$ cat src/rtl/hilo_pkg.sv
package hilo_pkg;

  typedef enum logic [2:0] {
    OP_MULS  = 3'd0,
    OP_MULU  = 3'd1,
    OP_MADDS = 3'd2,
    OP_MADDU = 3'd3,
    OP_MSUBS = 3'd4,
    OP_MSUBU = 3'd5,
    OP_DIVS  = 3'd6,
    OP_NOP   = 3'd7
  } op_t;

  typedef enum logic [1:0] {
    DV_IDLE = 2'd0,
    DV_RUN  = 2'd1,
    DV_FIX  = 2'd2
  } div_state_t;

endpackage

$ cat src/rtl/hilo_mac.sv
// Combinational product and accumulate stage for the HI:LO pair.
module hilo_mac
  import hilo_pkg::*;
#(
  parameter int W = 32
) (
  input  op_t            op_i,
  input  logic [W-1:0]   a_i,
  input  logic [W-1:0]   b_i,
  input  logic [2*W-1:0] acc_i,
  output logic [2*W-1:0] res_o
);

  localparam int PW = 2 * W;

  logic           sgn;
  logic [PW-1:0]  ext_a;
  logic [PW-1:0]  ext_b;
  logic [PW-1:0]  prod;

  always_comb begin
    sgn = (op_i == OP_MULS) || (op_i == OP_MADDS) || (op_i == OP_MSUBS);
  end

  // The low 2W bits of the product of two extended operands are the same
  // for signed and unsigned interpretation, so one multiplier serves both.
  assign ext_a = {{W{sgn & a_i[W-1]}}, a_i};
  assign ext_b = {{W{sgn & b_i[W-1]}}, b_i};
  assign prod  = ext_a * ext_b;

  always_comb begin
    unique case (op_i)
      OP_MULS, OP_MULU:   res_o = prod;
      OP_MADDS, OP_MADDU: res_o = acc_i + prod;
      OP_MSUBS, OP_MSUBU: res_o = acc_i - prod;
      default:            res_o = acc_i;
    endcase
  end

endmodule

$ cat src/rtl/hilo_div.sv
// Iterative signed divider: one quotient bit per cycle on magnitudes,
// followed by one sign fix-up cycle.
module hilo_div
  import hilo_pkg::*;
#(
  parameter int W = 32
) (
  input  logic         clk,
  input  logic         rst_n,
  input  logic         start_i,
  input  logic [W-1:0] dvd_i,
  input  logic [W-1:0] dvs_i,
  output logic         busy_o,
  output logic         done_o,
  output logic         zero_o,
  output logic [W-1:0] quo_o,
  output logic [W-1:0] rem_o
);

  localparam int CW = $clog2(W) + 1;

  div_state_t     st;
  logic [CW-1:0]  cnt;
  logic [W-1:0]   part;
  logic [W-1:0]   quo;
  logic [W-1:0]   dvs;
  logic           neg_q;
  logic           neg_r;
  logic           zero_q;

  logic [W:0]     shifted;
  logic [W:0]     trial;
  logic [W-1:0]   mag_dvd;
  logic [W-1:0]   mag_dvs;

  assign mag_dvd = dvd_i[W-1] ? (~dvd_i + 1'b1) : dvd_i;
  assign mag_dvs = dvs_i[W-1] ? (~dvs_i + 1'b1) : dvs_i;

  assign shifted = {part, quo[W-1]};
  assign trial   = shifted - {1'b0, dvs};

  always_ff @(posedge clk or negedge rst_n) begin
    if (!rst_n) begin
      st     <= DV_IDLE;
      cnt    <= '0;
      part   <= '0;
      quo    <= '0;
      dvs    <= '0;
      neg_q  <= 1'b0;
      neg_r  <= 1'b0;
      zero_q <= 1'b0;
    end else begin
      unique case (st)
        DV_IDLE: begin
          if (start_i) begin
            st     <= DV_RUN;
            cnt    <= CW'(W);
            part   <= '0;
            quo    <= mag_dvd;
            dvs    <= mag_dvs;
            neg_q  <= dvd_i[W-1] ^ dvs_i[W-1];
            neg_r  <= dvd_i[W-1];
            zero_q <= (dvs_i == '0);
          end
        end
        DV_RUN: begin
          if (!trial[W]) begin
            part <= trial[W-1:0];
            quo  <= {quo[W-2:0], 1'b1};
          end else begin
            part <= shifted[W-1:0];
            quo  <= {quo[W-2:0], 1'b0};
          end
          cnt <= cnt - 1'b1;
          if (cnt == CW'(1)) st <= DV_FIX;
        end
        DV_FIX:  st <= DV_IDLE;
        default: st <= DV_IDLE;
      endcase
    end
  end

  assign busy_o = (st != DV_IDLE);
  assign done_o = (st == DV_FIX);
  assign zero_o = zero_q;
  assign quo_o  = neg_q ? (~quo + 1'b1) : quo;
  assign rem_o  = neg_r ? (~part + 1'b1) : part;

endmodule

$ cat src/rtl/hilo_muldiv.sv
// HI/LO multiply-accumulate-divide unit, top level.
module hilo_muldiv
  import hilo_pkg::*;
#(
  parameter int W = 32
) (
  input  logic         clk,
  input  logic         rst_n,
  input  logic         req_valid,
  output logic         req_ready,
  input  logic [2:0]   req_op,
  input  logic [W-1:0] req_a,
  input  logic [W-1:0] req_b,
  output logic         busy,
  input  logic         hi_we,
  input  logic         lo_we,
  input  logic [W-1:0] wr_data,
  output logic [W-1:0] hi,
  output logic [W-1:0] lo
);

  op_t            op;
  logic           accept;
  logic           div_start;
  logic           mac_write;
  logic           div_busy;
  logic           div_done;
  logic           div_zero;
  logic [W-1:0]   div_q;
  logic [W-1:0]   div_r;
  logic [2*W-1:0] mac_res;
  logic [W-1:0]   hi_q;
  logic [W-1:0]   lo_q;

  assign op        = op_t'(req_op);
  assign req_ready = !div_busy;
  assign accept    = req_valid && req_ready;
  assign div_start = accept && (op == OP_DIVS);
  assign mac_write = accept && (op != OP_DIVS) && (op != OP_NOP);

  hilo_mac #(.W(W)) mac_i (
    .op_i  (op),
    .a_i   (req_a),
    .b_i   (req_b),
    .acc_i ({hi_q, lo_q}),
    .res_o (mac_res)
  );

  hilo_div #(.W(W)) div_i (
    .clk     (clk),
    .rst_n   (rst_n),
    .start_i (div_start),
    .dvd_i   (req_a),
    .dvs_i   (req_b),
    .busy_o  (div_busy),
    .done_o  (div_done),
    .zero_o  (div_zero),
    .quo_o   (div_q),
    .rem_o   (div_r)
  );

  // Precedence: divide completion, then accepted operation, then host strobes.
  always_ff @(posedge clk or negedge rst_n) begin
    if (!rst_n) begin
      hi_q <= '0;
      lo_q <= '0;
    end else if (div_done) begin
      if (!div_zero) begin
        hi_q <= div_r;
        lo_q <= div_q;
      end
    end else if (mac_write) begin
      hi_q <= mac_res[2*W-1:W];
      lo_q <= mac_res[W-1:0];
    end else if (!div_busy && !accept) begin
      if (hi_we) hi_q <= wr_data;
      if (lo_we) lo_q <= wr_data;
    end
  end

  assign busy = div_busy;
  assign hi   = hi_q;
  assign lo   = lo_q;

endmodule

$ cat config.mk
export PLATFORM = sky130hd
export DESIGN_NAME = hilo_muldiv
export DESIGN_NICKNAME = d
export VERILOG_FILES = /design/src/rtl/hilo_pkg.sv /design/src/rtl/hilo_mac.sv /design/src/rtl/hilo_div.sv /design/src/rtl/hilo_muldiv.sv
export SDC_FILE = /design/constraint.sdc
export NUM_CORES = 2
export LEC_CHECK = 0
export BUFFER_PORTS_ARGS = -buffer_cell sky130_fd_sc_hd__buf_2
export CAP_MARGIN = 0
export CELL_PAD_IN_SITES_DETAIL_PLACEMENT = 0
export CELL_PAD_IN_SITES_GLOBAL_PLACEMENT = 1
export CORE_MARGIN = 2
export CORE_UTILIZATION = 39
export DETAILED_ROUTE_END_ITERATION = 16
export GPL_TIMING_DRIVEN = 1
export PLACE_DENSITY_LB_ADDON = 0.1
export SYNTH_ARGS = -nofsm -noshare
export SYNTH_HDL_FRONTEND = slang
export SYNTH_SLANG_ARGS = --single-unit
$ cat constraint.sdc
create_clock -name clk -period 4.1 [get_ports clk]
set_input_delay 0.205 -clock clk [delete_from_list [all_inputs] [get_ports clk]]
set_output_delay 0.205 -clock clk [all_outputs]
set_load 0.005 [all_outputs]
Word level (Yosys, flattened, before mapping) --
Index checks and enable logic that the tools add are counted.
Word-level totals: output and inout bits 66, register bits after elaboration 171, word-level logic and storage cells 92, input port bits 104
Cells by class: bitwise logic cells 7, multiply operators 1, $add $sub $neg 8, mux-type cells 26, reductions and logical operators 25, equality and inequality tests 15
Operators by type and width (number):
- 32-bit two-way mux | 17
- 64-bit case mux with 3 select lines | 1
- 32-bit by 1-bit adder with 32-bit output, second input constant | 4
- 32-bit inverter | 4
- 32-bit case mux with 2 select lines | 2
- 64-bit adder | 1
- 33-bit by 33-bit multiplier with 64-bit output | 1
- 64-bit subtractor | 1
- 33-bit by 32-bit subtractor with 33-bit output | 1
- 32-bit logical NOT | 1
- 6-bit case mux with 2 select lines | 1
- 3-bit == test, second input constant | 3
- 3-bit nonzero test | 3
- 4-bit AND reduction | 2
- 3-bit by 2-bit == test with 1-bit output, second input constant | 2
- 6-bit by 1-bit == test with 1-bit output, second input constant | 1
- 6-bit two-way mux | 1
- 3-bit != test, second input constant | 2
- 2-bit AND reduction | 3
- 2-bit OR reduction | 3
- 6-bit by 1-bit subtractor with 6-bit output, second input constant | 1
- 1-bit logical AND | 5
- 5-bit by 1-bit != test with 1-bit output, second input constant | 1
- 2-bit two-way mux | 2
- 14 further kinds | 19

Logic depth before layout (Yosys ltp) --
depth in word-level cells 9, gate-level depth with buffers 48, gate-level depth less buffers 44

Modules after synthesis --
Synthesis repeated with hierarchy kept, for this count alone.
Second synthesis, totals: cell total of the unflattened synthesis 6556, area total of the unflattened synthesis 56506.7 um^2
Modules (own cells, without submodules):
- hilo_mac | sequential area each 0.0 um^2, area each 44307.5 um^2, times used 1, cells each 5204
- hilo_div | sequential area each 2677.6 um^2, area each 8642.0 um^2, times used 1, cells each 1056
- hilo_muldiv | sequential area each 1601.5 um^2, area each 3557.2 um^2, times used 1, cells each 296

Least setup slack after synthesis --
OpenSTA, ideal clock, no wires.
path type in2reg, start in req_op[1], end reg hi_q[28] (netlist: hi[28]), setup time 0.067 ns, stages on the path 42, path buffers 4, arrival 10.938 ns, data required time 4.033 ns, path slack -6.905 ns, path through clkbuf_1 a21oi_1 and2_1 clkbuf_1 nand2_1 inv_1 fa_1 fa_1 fa_1 inv_1 fa_1 fa_1 fa_1 fa_1 fa_1 inv_1 ha_1 clkbuf_1 (+6 left out) o21ai_0 nor3_1 nand4_1 nor3_1 nor2_1 xor2_1 ha_1 clkbuf_1 nor2b_1 o21ai_0 nand2b_1 a21o_1 a21oi_1 nor2b_1 a211oi_1 mux2i_1 a2111oi_0 a221o_1
On the way: longest elaborated chain between the ends 9, elaborated cells on any way between the ends 27, those cells by class add/sub: 2; mul: 1; eq/ne: 8; mux: 3; bitwise: 2; reduce/logical: 11
Ends and longest elaborated chain:
- start: declaration | line hilo_muldiv.sv:11 | input logic [2:0] req_op,
- 3-bit by 2-bit == test with 1-bit output or 3-bit logical NOT (tied branches) | line hilo_mac.sv:22, hilo_mac.sv:32
- 1-bit logical OR (2 in a row) | line hilo_mac.sv:22 | sgn = (op_i == OP_MULS) || (op_i == OP_MADDS) || (op_i == OP_MSUBS);
- 1-bit AND (on tied branches) | line hilo_mac.sv:27, hilo_mac.sv:28
- 33-bit by 33-bit multiplier with 64-bit output | line hilo_mac.sv:29 | assign prod = ext_a * ext_b;
- 64-bit subtractor or 64-bit adder (tied branches) | line hilo_mac.sv:35, hilo_mac.sv:34
- 64-bit case mux with 3 select lines | line hilo_mac.sv:32 | unique case (op_i)
- 32-bit two-way mux | line hilo_muldiv.sv:72 | end else if (mac_write) begin
- 32-bit two-way mux | line hilo_muldiv.sv:67 | end else if (div_done) begin
- end signal: assignment | line hilo_muldiv.sv:69 | hi_q <= div_r;
- end signal: assignment | line hilo_muldiv.sv:73 | hi_q <= mac_res[2*W-1:W];
- end signal: assignment | line hilo_muldiv.sv:76 | if (hi_we) hi_q <= wr_data;
- end: declaration | line hilo_muldiv.sv:32 | logic [W-1:0] hi_q;
Several ways; a longest one is shown, not always the timed one. A chain may end at the register's enable or synchronous reset.

Worst setup path after layout --
start in req_op[2], end reg hi_q[27] (netlist: hi[27])
Same word-level chain as after synthesis.

==> impl_metrics.toml <==
[run_status]
outcome = "complete, but fails checks"
violations = "setup timing"

[layout]
finalNetCount = 9218
postLayoutCoreUtil_pct = 51.1
drive_gt1_share_pct = 27.6
most-common-layout-cells = "buf_4 (1163), inv_1 (1128), fa_1 (1085), nand2_1 (1048), and2_1 (262)"
areaGrowthSynthToFinish_pct = 30.7
layout_commonest_cell = "buf_4"

[synthesis]
synthXorXnorAreaFrac_pct = 5.05
synth_area_leader_cell = "fa_1"
synth_cell_types = 85
synth-edff-count = 0
ys_seq_area_share_pct = 7.64
async_reset_ff_share_pct = 100
syn_nets = 8168
yosys-top-cells-area = "fa_1 (40%), inv_1 (7.8%), dfrtp_1 (7.6%)"
synth_compound_area_share_pct = 12.2
synthAdderAreaFrac_pct = 47.3
synth_top_family_by_area = "adder cells"
syn_area_per_cell_um2 = 8.45
synth.mux.area_fraction_pct = 0.487
syn_inst = 6622
synth.ff_latch_count = 171
yosysTopAreaCellShare_pct = 40.3
yosys.area_share.simple_pct = 16.6
synth_area_mm2 = 0.0560
ys_warn_count = 0
synthFlopType = "dfrtp_1"

[min_path]
whs_endpoint = "hi[12]$_DFFE_PN0P_"
hold_start = "wr_data[12]"
hp-class = "input port to flop"
hold_path_depth = 3

[place]
place.gp.congestion = 0.963
io_buffers = 169
pre_cts_slack_ps = -7110
dp_hpwl_mm = 190

[routing]
wl_mm = 225
dr.pass1.iters = 6
drc = 0
first_iter_violations = 3694
drt-vias-per-instance = 5.21
wl_per_cell_um = 23.5
antenna_left = 0
vias = 50017

[grt]
overflow = 0
grt_pass1_wl_mm = 340
grt_start_max_net_pins = 104
grt_pass1_vias = 52414
track_usage_pct = 31.1
grt_antenna_before_repair = 21

[setup_path]
slowest_delay_ps = 630
critPathLaunchType = "input port"
r2r_slack_ps = -210
critPathSlowestCell = "fa_2"
r2r_start = "div_i.part[5]$_DFFE_PN0P_"
critPathMostFrequentCell = "fa_1"
endpoint_kind = "flop"
crit_arrival_ps = 10310
cp_num_buf_inv = 12
rr_endpoint = "hi[29]$_DFFE_PN0P_"
path_delay_family = "adder cells"
startpoint = "req_op[2]"
critPathMaxFanout = 4
critPathRequiredTime_ps = 4440
r2r_cells = 14
path_class = "input port to flop"

[sta]
clock_skew_ps = 18.5
post-route-period-util_pct = 243
setup_viol = 59
relSlewSlack_pct = 31.6
min_period_ps = 9970
worst_pin_slew_ps = 1030
rsz0062_at_grt = "true"
slew_viol_final = 0
fmax_ghz = 0.100
hold_violations = 0
fin_ws_ps = -5870

[floorplan]
die_w_um = 383
io_pins = 170
dieArea_mm2 = 0.147
start_util_pct = 39.1
die_y_um = 383
rows = 139
fp.coreArea_mm2 = 0.143

[clock_network]
cts-root-buf = "clkbuf_16"
cts_buffers = 17
insertion_delay_ps = 490
clk_pin_slew_ps = 80
clk_path_buf_depth = 2
h-tree-depth = 4
clock_sink_count = 171
cts_tree = "built"

[job]
maxCapViolCount = 0
worst max-delay path by stage:
stage / slack (ps) / depth (start not counted) / to
floorplan: -5850 / 47 / hi[28]$_DFFE_PN0P_
global placement: -7120 / 42 / hi[18]$_DFFE_PN0P_
detailed placement: -7110 / 42 / hi[23]$_DFFE_PN0P_
CTS: -5730 / 43 / hi[28]$_DFFE_PN0P_
global route: -6170 / 48 / hi[28]$_DFFE_PN0P_
finish: -5870 / 47 / hi[27]$_DFFE_PN0P_
cells in the mapped netlist (all sizes together) (9+ instances only):
master / count
xor2: 147
a221oi: 11
nor2: 209
o211ai: 41
a21boi: 10
nor3: 73
o2111ai: 10
nor4: 19
o21ai: 315
o22ai: 10
nor2b: 23
a221o: 10
or3: 31
and2: 297
buf: 72
dfrtp: 171
clkbuf: 357
nand2: 1080
or4: 32
a22oi: 40
inv: 1162
a211oi: 38
ha: 315
nand3: 84
a311oi: 20
mux2i: 25
fa: 1127
a31oi: 39
nand4: 27
o41ai: 20
o21a: 28
o31ai: 60
o21bai: 26
a21o: 96
and3: 41
xnor2: 176
nand2b: 31
a21oi: 235
o31a: 9
or2: 25
metrics by stage:
stage          cell area, µm²  setup TNS (ps)  hold slack [ps]  instances
6_report                73200         -270340              113       9594
5_1_grt                 73200         -288590              124       9590
4_1_cts                 71800         -268770             77.9       9552
3_5_place_dp            67900         -348040              412       9421
3_3_place_gp            67900         -347390              403       9421
2_1_floorplan           58100         -253360            -90.6       6622
worst reg2reg max path: cells and delay by family, from the launching register on:
kind             cells  cell delay (ps)
flip-flops           1              450
AND/OR/NAND/NOR     10             2910
XOR/XNOR             1              170
AO/OA/AOI/OAI        3              650
flip-flops by register name, indices dropped and copies added (netlist names):
signal and flops:
div_i.part 32, div_i.st 2, hi 32, lo 32, div_i.zero_o 1, div_i.quo 32, div_i.dvs 32, div_i.neg_q 1
div_i.cnt 6, div_i.neg_r 1
metal layers:
layer	global-route usage (%)	vias to the layer above	part of all wire (%)	routed length [µm]
li1	-	22831	-	-
met1	45.0	25459	45	102000
met2	48.7	1475	45	101000
met3	3.84	238	6.3	14200
met4	8.65	14	3.6	8100
met5	0.661	-	0.041	92
cells by family after synthesis:
kind of cell | Yosys count
AOI/OAI and AO/OA | 1065
xor gates and xnor gates | 323
adders and majority gates | 1442
buffers and inverters | 1591
DFF | 171
muxes | 27
and+or+nand+nor | 2003
final cells by class:
cell class | instances | area (µm²)
inverter | 1162 | 4370
tap | 1903 | 2380
clock buffer | 17 | 425
fill | 13705 | 69900
multi-input combinational | 4860 | 49500
sequential | 171 | 4280
timing repair buffer | 1460 | 12100
clock inverter | 15 | 181
antenna | 6 | 15.0
repair_timing:
item	in CTS	in global routing
pin swaps	266	172
hold buffers	1	0
resized for setup	569	239
setup endpoints to repair	94	94
hold endpoints to repair	102	0
gates cloned	2	1
setup buffers	104	40
Power is left out: the tool's default activity adds up to more than one toggle a clock period on the data nets, which glitch-free logic cannot reach.
